`src/rtl/mei_snoop_pkg.sv`:
```
package mei_snoop_pkg;

   localparam logic [1:0] ST_I = 2'b00;
   localparam logic [1:0] ST_E = 2'b01;
   localparam logic [1:0] ST_M = 2'b11;

   localparam logic [4:0] TT_KILL    = 5'b00110;
   localparam logic [4:0] TT_READ    = 5'b01010;
   localparam logic [4:0] TT_RWITM   = 5'b01110;
   localparam logic [4:0] TT_FLUSH   = 5'b10010;
   localparam logic [4:0] TT_READ_A  = 5'b11010;
   localparam logic [4:0] TT_RWITM_A = 5'b11110;

   typedef enum logic [2:0] {
      K_NONE,
      K_KILL,
      K_READ,
      K_RWITM,
      K_FLUSH
   } snp_kind_e;

   typedef struct packed {
      logic       upd;
      logic [1:0] nxt;
      logic       retry;
      logic       push;
   } snp_resp_t;

endpackage

```
`src/rtl/mei_snoop_decode.sv`:
```
module mei_snoop_decode
   import mei_snoop_pkg::*;
#(
   parameter bit ALIAS_ATOMIC = 1'b1
) (
   input  logic [4:0] ttype,
   output snp_kind_e  kind
);

   snp_kind_e atom_kind;

   generate
      if (ALIAS_ATOMIC) begin : g_alias
         always_comb begin
            if (ttype == TT_READ_A)       atom_kind = K_READ;
            else if (ttype == TT_RWITM_A) atom_kind = K_RWITM;
            else                          atom_kind = K_NONE;
         end
      end else begin : g_strict
         assign atom_kind = K_NONE;
      end
   endgenerate

   always_comb begin
      case (ttype)
         TT_KILL:  kind = K_KILL;
         TT_READ:  kind = K_READ;
         TT_RWITM: kind = K_RWITM;
         TT_FLUSH: kind = K_FLUSH;
         default:  kind = atom_kind;
      endcase
   end

endmodule

```
`src/rtl/mei_snoop_resp.sv`:
```
module mei_snoop_resp
   import mei_snoop_pkg::*;
(
   input  logic       clk,
   input  logic       rst_n,
   input  logic       snp_valid,
   input  snp_kind_e  kind,
   input  logic       burst,
   input  logic       inhibit,
   input  logic       tag_hit,
   input  logic [1:0] tag_state,
   input  logic       push_ack,
   output logic       upd_valid,
   output logic [1:0] upd_state,
   output logic       addr_retry,
   output logic       push_req
);

   logic      live;
   logic      is_mod;
   snp_resp_t rsp;

   assign is_mod = (tag_state == ST_M);
   assign live   = tag_hit && ((tag_state == ST_E) || is_mod);

   always_comb begin
      rsp = '{upd: 1'b0, nxt: ST_I, retry: 1'b0, push: 1'b0};
      if (live) begin
         case (kind)
            K_KILL: begin
               rsp.upd = 1'b1;
               rsp.nxt = ST_I;
            end
            K_READ: begin
               rsp.upd   = 1'b1;
               rsp.nxt   = (!burst && inhibit) ? ST_E : ST_I;
               rsp.retry = is_mod;
               rsp.push  = is_mod;
            end
            K_RWITM, K_FLUSH: begin
               rsp.upd   = 1'b1;
               rsp.nxt   = ST_I;
               rsp.retry = is_mod;
               rsp.push  = is_mod;
            end
            default: rsp = '{upd: 1'b0, nxt: ST_I, retry: 1'b0, push: 1'b0};
         endcase
      end
   end

   always_ff @(posedge clk) begin
      if (!rst_n) begin
         upd_valid  <= 1'b0;
         upd_state  <= ST_I;
         addr_retry <= 1'b0;
         push_req   <= 1'b0;
      end else begin
         upd_valid  <= snp_valid && rsp.upd;
         upd_state  <= snp_valid ? rsp.nxt : ST_I;
         addr_retry <= snp_valid && rsp.retry;
         push_req   <= (snp_valid && rsp.push) || (push_req && !push_ack);
      end
   end


   a_r2_kill_to_inv: assert property (@(posedge clk) disable iff (!rst_n)
      snp_valid && kind == K_KILL && live |=> upd_valid && upd_state == ST_I && !addr_retry);

   a_r9_miss_quiet: assert property (@(posedge clk) disable iff (!rst_n)
      snp_valid && !live |=> !upd_valid && !addr_retry);

   a_r1_reserved_quiet: assert property (@(posedge clk) disable iff (!rst_n)
      snp_valid && kind == K_NONE |=> !upd_valid && !addr_retry);

   a_r10_push_hold: assert property (@(posedge clk) disable iff (!rst_n)
      push_req && !push_ack |=> push_req);
   a_r10_retry_with_push: assert property (@(posedge clk) disable iff (!rst_n)
      addr_retry |-> push_req);
   a_r10_never_grant_m: assert property (@(posedge clk) disable iff (!rst_n)
      upd_valid |-> upd_state != ST_M);

endmodule

```
`src/rtl/mei_resv_track.sv`:
```
module mei_resv_track
   import mei_snoop_pkg::*;
#(
   parameter int BLK_W = 27
) (
   input  logic             clk,
   input  logic             rst_n,
   input  logic             snp_valid,
   input  snp_kind_e        kind,
   input  logic [BLK_W-1:0] snp_blk,
   input  logic             lr_valid,
   input  logic [BLK_W-1:0] lr_blk,
   input  logic             sc_valid,
   output logic             resv_valid,
   output logic [BLK_W-1:0] resv_blk
);

   logic kill_hit;
   logic cancel;

   assign kill_hit = (kind == K_KILL) && (snp_blk == resv_blk);
   assign cancel   = sc_valid || (snp_valid && (kill_hit || kind == K_FLUSH));

   always_ff @(posedge clk) begin
      if (!rst_n) begin
         resv_valid <= 1'b0;
         resv_blk   <= '0;
      end else if (lr_valid) begin
         resv_valid <= 1'b1;
         resv_blk   <= lr_blk;
      end else if (cancel) begin
         resv_valid <= 1'b0;
      end
   end


   a_r8_flush_cancel: assert property (@(posedge clk) disable iff (!rst_n)
      snp_valid && kind == K_FLUSH && !lr_valid |=> !resv_valid);

   a_r11_sc_clears: assert property (@(posedge clk) disable iff (!rst_n)
      sc_valid && !lr_valid |=> !resv_valid);
   a_r11_lr_sets: assert property (@(posedge clk) disable iff (!rst_n)
      lr_valid |=> resv_valid && resv_blk == $past(lr_blk));

   a_r3_kill_other_keeps: assert property (@(posedge clk) disable iff (!rst_n)
      snp_valid && kind == K_KILL && snp_blk != resv_blk && !sc_valid && !lr_valid
      |=> resv_valid == $past(resv_valid));

endmodule

```
`src/rtl/mei_snoop_ctrl.sv`:
```
module mei_snoop_ctrl
   import mei_snoop_pkg::*;
#(
   parameter int ADDR_W       = 32,
   parameter int BLK_BYTES    = 32,
   parameter bit ALIAS_ATOMIC = 1'b1,
   localparam int BLK_OFF     = $clog2(BLK_BYTES),
   localparam int BLK_W       = ADDR_W - BLK_OFF
) (
   input  logic              clk,
   input  logic              rst_n,
   input  logic              snp_valid,
   input  logic [4:0]        snp_ttype,
   input  logic [ADDR_W-1:0] snp_addr,
   input  logic              snp_burst,
   input  logic              snp_inhibit,
   input  logic              tag_hit,
   input  logic [1:0]        tag_state,
   output logic              upd_valid,
   output logic [1:0]        upd_state,
   output logic              addr_retry,
   output logic              push_req,
   input  logic              push_ack,
   input  logic              lr_valid,
   input  logic [ADDR_W-1:0] lr_addr,
   input  logic              sc_valid,
   output logic              resv_valid,
   output logic [BLK_W-1:0]  resv_blk
);

   generate
      if ((1 << BLK_OFF) != BLK_BYTES) begin : g_bad_blk
         $error("BLK_BYTES must be a power of two");
      end
      if (BLK_OFF >= ADDR_W) begin : g_bad_addr
         $error("block offset must be narrower than the address");
      end
      if (BLK_OFF > 0) begin : g_lo
         logic unused_lo;
         assign unused_lo = ^{snp_addr[BLK_OFF-1:0], lr_addr[BLK_OFF-1:0]};
      end
   endgenerate

   snp_kind_e kind;

   mei_snoop_decode #(.ALIAS_ATOMIC(ALIAS_ATOMIC)) decode_i (
      .ttype (snp_ttype),
      .kind  (kind)
   );

   mei_snoop_resp resp_i (
      .clk        (clk),
      .rst_n      (rst_n),
      .snp_valid  (snp_valid),
      .kind       (kind),
      .burst      (snp_burst),
      .inhibit    (snp_inhibit),
      .tag_hit    (tag_hit),
      .tag_state  (tag_state),
      .push_ack   (push_ack),
      .upd_valid  (upd_valid),
      .upd_state  (upd_state),
      .addr_retry (addr_retry),
      .push_req   (push_req)
   );

   mei_resv_track #(.BLK_W(BLK_W)) resv_i (
      .clk        (clk),
      .rst_n      (rst_n),
      .snp_valid  (snp_valid),
      .kind       (kind),
      .snp_blk    (snp_addr[ADDR_W-1:BLK_OFF]),
      .lr_valid   (lr_valid),
      .lr_blk     (lr_addr[ADDR_W-1:BLK_OFF]),
      .sc_valid   (sc_valid),
      .resv_valid (resv_valid),
      .resv_blk   (resv_blk)
   );

endmodule

```
`config.mk`:
```
export PLATFORM = sky130hd
export DESIGN_NAME = mei_snoop_ctrl
export DESIGN_NICKNAME = d
export VERILOG_FILES = /design/src/rtl/mei_snoop_pkg.sv /design/src/rtl/mei_snoop_decode.sv /design/src/rtl/mei_snoop_resp.sv /design/src/rtl/mei_resv_track.sv /design/src/rtl/mei_snoop_ctrl.sv
export SDC_FILE = /design/constraint.sdc
export NUM_CORES = 1
export LEC_CHECK = 0
export BUFFER_PORTS_ARGS = -buffer_cell sky130_fd_sc_hd__buf_2
export CORE_MARGIN = 2
export CORE_UTILIZATION = 43
export CTS_BUF_LIST = sky130_fd_sc_hd__clkbuf_16
export DETAILED_ROUTE_END_ITERATION = 10
export PLACE_DENSITY = 0.88
export SLEW_MARGIN = 5
export SYNTH_ARGS = -nofsm -noshare
export SYNTH_HDL_FRONTEND = slang
export SYNTH_SLANG_ARGS = --single-unit
```
`constraint.sdc`:
```
create_clock -name clk -period 2.9 [get_ports clk]
set_input_delay 0.29 -clock clk [delete_from_list [all_inputs] [get_ports clk]]
set_output_delay 0.29 -clock clk [all_outputs]
set_load 0.02 [all_outputs]
```
* Yosys cells after proc, flatten, opt, wreduce, memory -nomap -nowiden
Index checks and enable logic that the tools add are counted.
Storage, ports and cells: bits in registers 33, output and inout port bits 33, word-level logic and storage cells 46
Cells by class: equality and inequality tests 13, mux-type cells 9, reduce and logical (&&, ||, !) cells 18
Operator list (count):
- $eq A27 B27 Y1 | 1
- $eq A5 B5 Y1 const B | 3
- $pmux W3 S4 | 1
- $eq A5 B4 Y1 const B | 2
- $logic_and A1 B1 Y1 | 8
- $eq A3 B2 Y1 const B | 2
- $pmux W3 S2 | 1
- $reduce_or A3 Y1 | 2
- $eq A5 B3 Y1 const B | 1
- $mux W5 | 1
- $logic_or A1 B1 Y1 | 4
- $mux W2 | 2
- $eq A3 B1 Y1 const B | 1
- $eq A3 B3 Y1 const B | 1
- $mux W1 | 3
- $mux W3 | 1
- $reduce_and A3 Y1 | 1
- $eq A2 B1 Y1 const B | 1
- $eq A2 B2 Y1 const B | 1
- $logic_not A1 Y1 | 2
- $reduce_bool A2 Y1 | 1

* Longest topological paths before layout
Gate-level depths: netlist of the first run.
word-level depth 11, mapped depth 5

* Hierarchy
Synthesis of the first run repeated with hierarchy kept, for this count alone.
Second synthesis, totals: cells, all modules 153, area, all modules 1612.8 um^2
By module, submodules not included:
- mei_resv_track | times used 1, cells an instance 132, area an instance 1382.6 um^2, seq. area each 560.5 um^2
- mei_snoop_resp | times used 1, cells an instance 17, area an instance 172.7 um^2, seq. area each 80.1 um^2
- mei_snoop_decode | times used 1, cells an instance 4, area an instance 57.6 um^2, seq. area each 0.0 um^2

* Least setup slack after synthesis of the first run
Ideal clock, no wire load.
path type flip-flop to flip-flop, start reg resv_i.resv_blk[19], end reg resv_i.resv_valid, data arrival time 1.255 ns, data required time 2.779 ns, setup slack 1.524 ns, stages on the path, launching flop included 6, buffers on the path 0, period minus slack after synthesis 1.376 ns, cells stage by stage dfxtp_1 -> xor2_1 -> nor4_1 -> nand4_1 -> nor4_1 -> o21ai_1
Between the ends: longest elaborated chain between the ends 6
Ends and longest elaborated chain:
- start, declared | line mei_resv_track.sv:15 | output logic [BLK_W-1:0] resv_blk
- start signal, assigned | line mei_resv_track.sv:30 | resv_blk <= lr_blk;
- $eq A27 B27 Y1 | line mei_resv_track.sv:21 | assign kill_hit = (kind == K_KILL) && (snp_blk == resv_blk);
- $logic_and A1 B1 Y1 | line mei_resv_track.sv:21
- $logic_or A1 B1 Y1 | line mei_resv_track.sv:22 | assign cancel = sc_valid || (snp_valid && (kill_hit || kind == K_FLUSH));
- $logic_and A1 B1 Y1 | line mei_resv_track.sv:22
- $logic_or A1 B1 Y1 | line mei_resv_track.sv:22
- $reduce_bool A2 Y1 (no line)
- end signal, assigned | line mei_resv_track.sv:26 | resv_valid <= 1'b0;
- end signal, assigned | line mei_resv_track.sv:29 | resv_valid <= 1'b1;
- end signal, assigned | line mei_resv_track.sv:32 | resv_valid <= 1'b0;
- end, declared | line mei_resv_track.sv:14 | output logic resv_valid,
Every way passes these cells. A chain may end at the register's enable or synchronous reset.

* Worst setup path in the final report of the first run
start reg resv_i.resv_blk[5], end reg resv_i.resv_valid
The elaborated chain is that of the path after synthesis.

==> flow_summary.ini, run 1 <==
[global_routing]
grt_use_total_pct = 18.14
number_of_global_route_vias_before_repair = 1330
remaining_global_route_overflow = 0
grt_pass1_wl_mm = 5.761
antenna_violations_before_repair = 0
grt_start_max_net_pins = 32

[clock_network]
tritoncts_clock_tree = done
clk-insertion-delay-late_ns = 0.27
cts.repair.resized = 0
cts_root_buffer = sky130_fd_sc_hd__clkbuf_16
numCtsBuffers = 5
cts_num_sinks = 32
post-cts-setup-buffers = 0
ctsHtreeMaxLevel = 2
holdBufCountCts = 0
clk_pin_slew_worst_paths_ns = 0.05
clock_tree.buffer_depth = 2

[power]
totalPowerFinal_mw = 1.172
powerDensity_nw_per_um2 = 532.1
peak_supply_drop_uv = 325.0
static_leakage_power_nw = 1.132

[setup_path]
critPathLaunch = resv_i.resv_blk[5]$_SDFFE_PN0P_
crit-reg2reg-capture = resv_i.resv_valid$_SDFFE_PN0P_
setup.worst_path.end_class = flip-flop
crit_path_start_kind = flip-flop
worstReg2RegStart = resv_i.resv_blk[5]$_SDFFE_PN0P_
arrival_ns = 1.73
kind_of_critical_path = flip-flop to flip-flop
reg2reg_setup_slack_ns = 1.32
reg2reg_depth = 5
critPathRequiredTime_ns = 3.05
worstPathMaxFanout = 3

[sta]
final.setup_skew_ns = 0.004966
slew_viol_final = 0
tns_ns = 0
rsz0062_at_grt = false
achievable-frequency_mhz = 633.1
min_period_ns = 1.579
final-setup-viol-count = 0
post-route-period-util_pct = 54.46
max_slew.worst_pin.slew_ns = 0.8105
hold_violations = 0
timing.hold.ws_ns = 0.1815
relSlewSlack_pct = 45.97

[logic_synthesis]
synthDominantCellAreaShare_pct = 41.63
synth_cells = 151
dominant_combinational_cell_family_by_area_after_synthesis = simple AND/OR/NAND/NOR gates
synth_compound_area_share_pct = 1.382
synth_mux_area_share_pct = 17.56
synthAdderAreaFrac_pct = 0
syn_area_um2 = 1539
yosys-top-cells-area = sky130_fd_sc_hd__dfxtp_1, sky130_fd_sc_hd__mux2i_1, sky130_fd_sc_hd__nor2b_1
synthSimpleGateAreaFrac_pct = 21.30
synth_seq_area_share_pct = 41.63
average_cell_area_after_synthesis_um2 = 10.19
synth_xor_xnor_area_share_pct = 15.37
mappedNetlistNets = 231
netlist.top_cell.by_area = sky130_fd_sc_hd__dfxtp_1
synth_cell_type_count = 22
yosys_register_bits = 32
synth-warning-count = 0

[route]
wl_cell_um = 12.06
postRouteWirelength_mm = 3.607
route.vias.total = 1380
vias_per_cell = 4.615
drt_iter0_drc = 30
drt_pass_1_iters = 5
post-route-drc-count = 0
antenna_left = 0

[final_layout]
multi_input_comb_area_um2 = 859.6
seq_area_um2 = 640.6
syn2layout_area_growth_pct = 43.09
drive_above_1_share_pct = 43.08
diodes = 0
final.fill_count = 320
layout.nets = 332

[min_path]
min_path_cells = 2
min_path_type = input port to flip-flop
min_to = resp_i.upd_state[0]$_SDFF_PN0_
hold_path_startpoint = snp_burst

[die]
die_area_um2 = 4074
coreArea_um2 = 3390
floorplan.initialDensity_pct = 45.40
placementRows = 21
die_y_um = 63.83
dieWidth_um = 63.83
design.portCount = 113

[placed_design]
place.gp.congestion = 0.7859
dpl.hpwl_mm = 2.867
place.port_buffers = 101

[run_status]
status = finished clean

[flow_run]
drv.max_cap_violation_count = 0
==> kinds of logic (layout without fill, tap and decap cells) <==
kind of cell	after synthesis	count (layout)
AOI/OAI and AO/OA	4	4
buffers and inverters	7	109
xor gates and xnor gates	27	27
other	1	1
and+or+nand+nor	53	53
muxes	27	27
DFF	32	32
==> worst max-delay path by stage <==
stage                                           endpoint  cells past startpoint  slack [ns]
after floorplan           resv_i.resv_valid$_SDFFE_PN0P_                      5        1.52
after detailed placement  resv_i.resv_valid$_SDFFE_PN0P_                      6        1.24
final                     resv_i.resv_valid$_SDFFE_PN0P_                      5        1.32
after global placement    resv_i.resv_valid$_SDFFE_PN0P_                      6        1.28
after CTS                 resv_i.resv_valid$_SDFFE_PN0P_                      5        1.31
after global routing      resv_i.resv_valid$_SDFFE_PN0P_                      5        1.24
==> cells in the final DEF, fill, tap and decap left out, types with 2 or more instances in the layout <==
| master | instances |
|---|---|
| sky130_fd_sc_hd__buf_2 | 101 |
| sky130_fd_sc_hd__dfxtp_1 | 32 |
| sky130_fd_sc_hd__nor2b_1 | 28 |
| sky130_fd_sc_hd__mux2i_1 | 27 |
| sky130_fd_sc_hd__xor2_1 | 18 |
| sky130_fd_sc_hd__xnor2_1 | 9 |
| sky130_fd_sc_hd__nor4_1 | 6 |
| sky130_fd_sc_hd__clkbuf_16 | 5 |
| sky130_fd_sc_hd__nand2_1 | 4 |
| sky130_fd_sc_hd__nor2_1 | 4 |
| sky130_fd_sc_hd__nand2b_1 | 2 |
| sky130_fd_sc_hd__nand3_1 | 2 |
| sky130_fd_sc_hd__nor3b_1 | 2 |
| sky130_fd_sc_hd__o21ai_0 | 2 |
| sky130_fd_sc_hd__nand4_1 | 2 |
| sky130_fd_sc_hd__clkinv_2 | 2 |
==> state kept, by name, indices dropped and copies added, names as in the netlist <==
name,flops
resp_i.push_req,1
resp_i.upd_state,1
resp_i.addr_retry,1
resv_i.resv_blk,27
resv_i.resv_valid,1
resp_i.upd_valid,1
==> per-layer routing <==
| layer | vias up | GRT usage (%) | wire [um] |
|---|---|---|---|
| li1 | 704 | - | - |
| met1 | 609 | 20.46 | 1503 |
| met2 | 59 | 31.51 | 1751 |
| met3 | 8 | 6.690 | 292 |
| met4 | 0 | 5.707 | 59 |
| met5 | - | 0 | 0 |
==> layout make-up <==
cell class,count,area share [%]
clock buffer,5,5.682
clock inverter,3,0.6250
multi-input combinational,112,39.03
sequential,32,29.09
tap,46,2.614
timing repair buffer,101,22.95
==> where the power goes <==
group / total (mW) / internal (mW) / switching, mW
Clock: 0.482 / 0.310 / 0.172
Sequential: 0.485 / 0.465 / 0.0203
Combinational: 0.205 / 0.101 / 0.103
Total: 1.17 / 0.876 / 0.295
==> critical path: stages (launching register included) <==
cell                      delay, ns
sky130_fd_sc_hd__dfxtp_1       0.32
sky130_fd_sc_hd__xor2_1        0.16
sky130_fd_sc_hd__nor4_1        0.38
sky130_fd_sc_hd__nand4_1       0.12
sky130_fd_sc_hd__nor4_1        0.40
sky130_fd_sc_hd__o21ai_1       0.09
==> per-stage QoR <==
stage	utilization, %	cell area [um2]	setup slack (ns)	std cells
floorplan	-	1539	1.524	151
global placement	60.87	2063	1.285	291
detailed placement	60.87	2063	1.241	291
CTS	64.97	2202	1.309	299
global route	64.97	2202	1.235	299
finish	64.97	2202	1.321	299
==> Yosys cell counts <==
cell / n
sky130_fd_sc_hd__nand2_1: 4
sky130_fd_sc_hd__o21ai_1: 1
sky130_fd_sc_hd__conb_1: 1
sky130_fd_sc_hd__nand4b_1: 1
sky130_fd_sc_hd__nor3b_1: 2
sky130_fd_sc_hd__nand3_1: 2
sky130_fd_sc_hd__nor2_1: 4
sky130_fd_sc_hd__dfxtp_1: 32
sky130_fd_sc_hd__o21ai_0: 2
sky130_fd_sc_hd__nor4_1: 6
sky130_fd_sc_hd__o22ai_1: 1
sky130_fd_sc_hd__nor2b_1: 28
sky130_fd_sc_hd__nand4_4: 1
sky130_fd_sc_hd__nor3_1: 1
sky130_fd_sc_hd__xnor2_1: 9
sky130_fd_sc_hd__clkbuf_1: 3
sky130_fd_sc_hd__buf_4: 3
sky130_fd_sc_hd__nand4_1: 2
sky130_fd_sc_hd__buf_2: 1
sky130_fd_sc_hd__mux2i_1: 27
sky130_fd_sc_hd__nand2b_1: 2
sky130_fd_sc_hd__xor2_1: 18
No activity file was read; power rests on OpenSTA's default activity.
==> run 2: changes to the inputs <==
ABC_AREA = 1   (was not set)
CORE_UTILIZATION = 36   (was 43)
PLACE_DENSITY = 0.79   (was 0.88)
clock period = 1.3 ns   (was 2.9 ns; I/O delays follow)
==> flow_summary.ini, run 2 <==
[logic_synthesis]
synthSimpleGateAreaFrac_pct = 26.81
yosys-top-cells-area = sky130_fd_sc_hd__dfxtp_1, sky130_fd_sc_hd__nor2_1, sky130_fd_sc_hd__nand2_1
mappedNetlistNets = 300
postSynth.topFlopCell = sky130_fd_sc_hd__dfxtp_1
synth_mux_area_share_pct = 0
dominant_combinational_cell_family_by_area_after_synthesis = simple AND/OR/NAND/NOR gates
synth-warning-count = 0
average_cell_area_after_synthesis_um2 = 6.978
synth_cells = 220
synthAdderAreaFrac_pct = 0
synth_seq_area_share_pct = 41.73
synth_edf_count = 0
netlist.top_cell.by_area = sky130_fd_sc_hd__dfxtp_1
synth_common_cells = sky130_fd_sc_hd__nor2_1, sky130_fd_sc_hd__nand2_1, sky130_fd_sc_hd__dfxtp_1
yosys_register_bits = 32
synth-async-reset-ratio_pct = 0
synth_cell_type_count = 22
syn_area_um2 = 1535
synthDominantCellAreaShare_pct = 41.73
yosys.cell_count.top_type = sky130_fd_sc_hd__nor2_1
synth_xor_xnor_area_share_pct = 11.41
synth_compound_area_share_pct = 12.22

[power]
static_leakage_power_nw = 1.208
power.clock.fraction_pct = 39.9
sw_frac_of_total_pct = 26.80
powerDensity_nw_per_um2 = 1186
internal-power_mw = 1.960
pwr-share-seq_pct = 41.1
net_load_switching_power_mw = 0.7176
combPwrFrac_pct = 18.9
peak_supply_drop_uv = 700.5

[clock_network]
clk-insertion-delay-late_ns = 0.27
holdBufCountCts = 0
cts_num_sinks = 32
clk_pin_slew_worst_paths_ns = 0.05
tritoncts_clock_tree = done
clock_tree.buffer_depth = 2
ctsHtreeMaxLevel = 2
cts_root_buffer = sky130_fd_sc_hd__clkbuf_16
numCtsBuffers = 5

[setup_path]
timing.critical_path.slowest_stage_cell = sky130_fd_sc_hd__dfxtp_1
critPathRequiredTime_ns = 1.46
worstReg2RegStart = resv_i.resv_blk[26]$_SDFFE_PN0P_
setup.worst_path.end_class = flip-flop
crit-reg2reg-capture = resv_i.resv_valid$_SDFFE_PN0P_
slowest_delay_ns = 0.36
worstPathMaxFanout = 3
kind_of_critical_path = flip-flop to flip-flop
arrival_ns = 1.39
timing.critical_path.to = resv_i.resv_valid$_SDFFE_PN0P_
reg2reg_depth = 10
reg2reg_setup_slack_ns = 0.07
cp_cell_sequence = xnor2_1, nand2_1, nor2_2, nand2_1, nor2_1, nand2_1, nand2_1, nand2_1, nand2_1, a21oi_1
critPathLaunch = resv_i.resv_blk[26]$_SDFFE_PN0P_
crit_path_start_kind = flip-flop
path_common_cell = sky130_fd_sc_hd__nand2_1

[sta]
slew_viol_final = 0
rsz0062_at_grt = true
hold_violations = 0
achievable-frequency_mhz = 814.2
timing.hold.ws_ns = 0.01616
post-route-period-util_pct = 94.48
final-setup-viol-count = 0
min_period_ns = 1.228
final.setup_skew_ns = 0.0008840

[die]
dieWidth_um = 69.31
floorplan.initialDensity_pct = 37.84
design.portCount = 113
die_y_um = 69.31
coreArea_um2 = 4058
placementRows = 23
die_area_um2 = 4803

[final_layout]
drive_above_1_share_pct = 41.98
layout.cell_area.non_filler_um2 = 2257
diodes = 0
biggest_register = resv_i.resv_blk
leading_cell_type_in_the_layout_fill_and_taps_excluded = sky130_fd_sc_hd__buf_2
syn2layout_area_growth_pct = 47.02
layout_common_cells = sky130_fd_sc_hd__buf_2, sky130_fd_sc_hd__nor2_1, sky130_fd_sc_hd__nand2_1
final.fill_count = 416
max_ffs_per_register = 27
layout.nets = 403

[placed_design]
place.gp.congestion = 0.7783
dpl.hpwl_mm = 3.257
placedInstanceArea_um2 = 2092
place.port_buffers = 101

[route]
drt_pass_1_iters = 4
antenna_left = 0
wl_cell_um = 11.17
vias_per_cell = 4.519
drt_iter0_drc = 42
post-route-drc-count = 0
postRouteWirelength_mm = 4.176
route.vias.total = 1690

[global_routing]
grt_start_max_net_pins = 21
grt_use_total_pct = 17.91
grt_pass1_wl_mm = 7.010
remaining_global_route_overflow = 0
number_of_global_route_vias_before_repair = 1692
antenna_violations_before_repair = 0

[min_path]
min_path_type = input port to flip-flop

[flow_run]
drv.max_cap_violation_count = 0

[run_status]
status = finished clean
[run 2: worst min-delay path by stage]
stage,start,to,slack [ns],depth (start not counted)
global route,snp_burst,resp_i.upd_state[0]$_SDFF_PN0_,0.02,2
CTS,snp_burst,resp_i.upd_state[0]$_SDFF_PN0_,0.01,2
floorplan,snp_burst,resp_i.upd_state[0]$_SDFF_PN0_,0.21,1
global placement,snp_burst,resp_i.upd_state[0]$_SDFF_PN0_,0.30,2
detailed placement,snp_burst,resp_i.upd_state[0]$_SDFF_PN0_,0.30,2
finish,snp_burst,resp_i.upd_state[0]$_SDFF_PN0_,0.02,2
[run 2: cells by family after synthesis]
group                     count (synthesis)
and+or+nand+nor                         101
AOI/OAI and AO/OA                        37
DFF                                      32
buffers and inverters                    29
xor gates and xnor gates                 20
other                                     1
[run 2: timing repair]
| item | 4_1_cts | 5_1_grt |
|---|---|---|
| buffers inserted | 0 | 0 |
| gates resized for setup | 0 | 15 |
| endpoints found under the setup margin | 0 | 1 |
[run 2: stage by stage]
| stage | std cells | util [%] | worst slack [ns] | TNS [ns] | total power, mW |
|---|---|---|---|---|---|
| finish | 374 | 55.63 | 0.07180 | 0 | 2.678 |
| global route | 374 | 55.63 | -0.04058 | -0.04058 | 2.819 |
| CTS | 374 | 54.92 | 0.02626 | 0 | 2.700 |
| detailed placement | 366 | 51.56 | 0.04773 | 0 | 1.615 |
| global placement | 366 | 51.56 | 0.06283 | 0 | 1.601 |
| floorplan | 220 | - | 0.08217 | 0 | 1.395 |
[run 2: cell type report]
class	count	area [um2]	share of cell area (%)
clock inverter	3	11.26	0.4989
inverter	20	75.07	3.326
multi-input combinational	159	795.8	35.26
sequential	32	651.9	28.88
clock buffer	5	125.1	5.543
timing repair buffer	105	535.5	23.73
tap	50	62.56	2.772
[run 2: critical path: cells and delay by family, from the launching register on]
kind / cells / cell delay [ns]
XOR/XNOR: 1 / 0.14
AO/OA/AOI/OAI: 1 / 0.05
AND/OR/NAND/NOR: 8 / 0.59
flip-flops: 1 / 0.36
[run 2: power groups by stage]
stage          Clock [mW]  Combinational (mW)  Sequential, mW
2_1_floorplan           0               0.210            1.19
3_3_place_gp            0               0.490            1.11
3_5_place_dp            0               0.500            1.11
4_1_cts              1.10               0.503            1.10
5_1_grt              1.15               0.564            1.11
6_report             1.07               0.507            1.10
[run 2: layer usage]
metal,global-route usage [%],vias to the layer above,routed length [um],part of all wire [%]
li1,-,886,-,-
met1,18.27,739,1765,42
met2,34.51,58,2091,50
met3,6.395,7,252,6.0
met4,3.922,0,66,1.6
met5,0,-,0,0
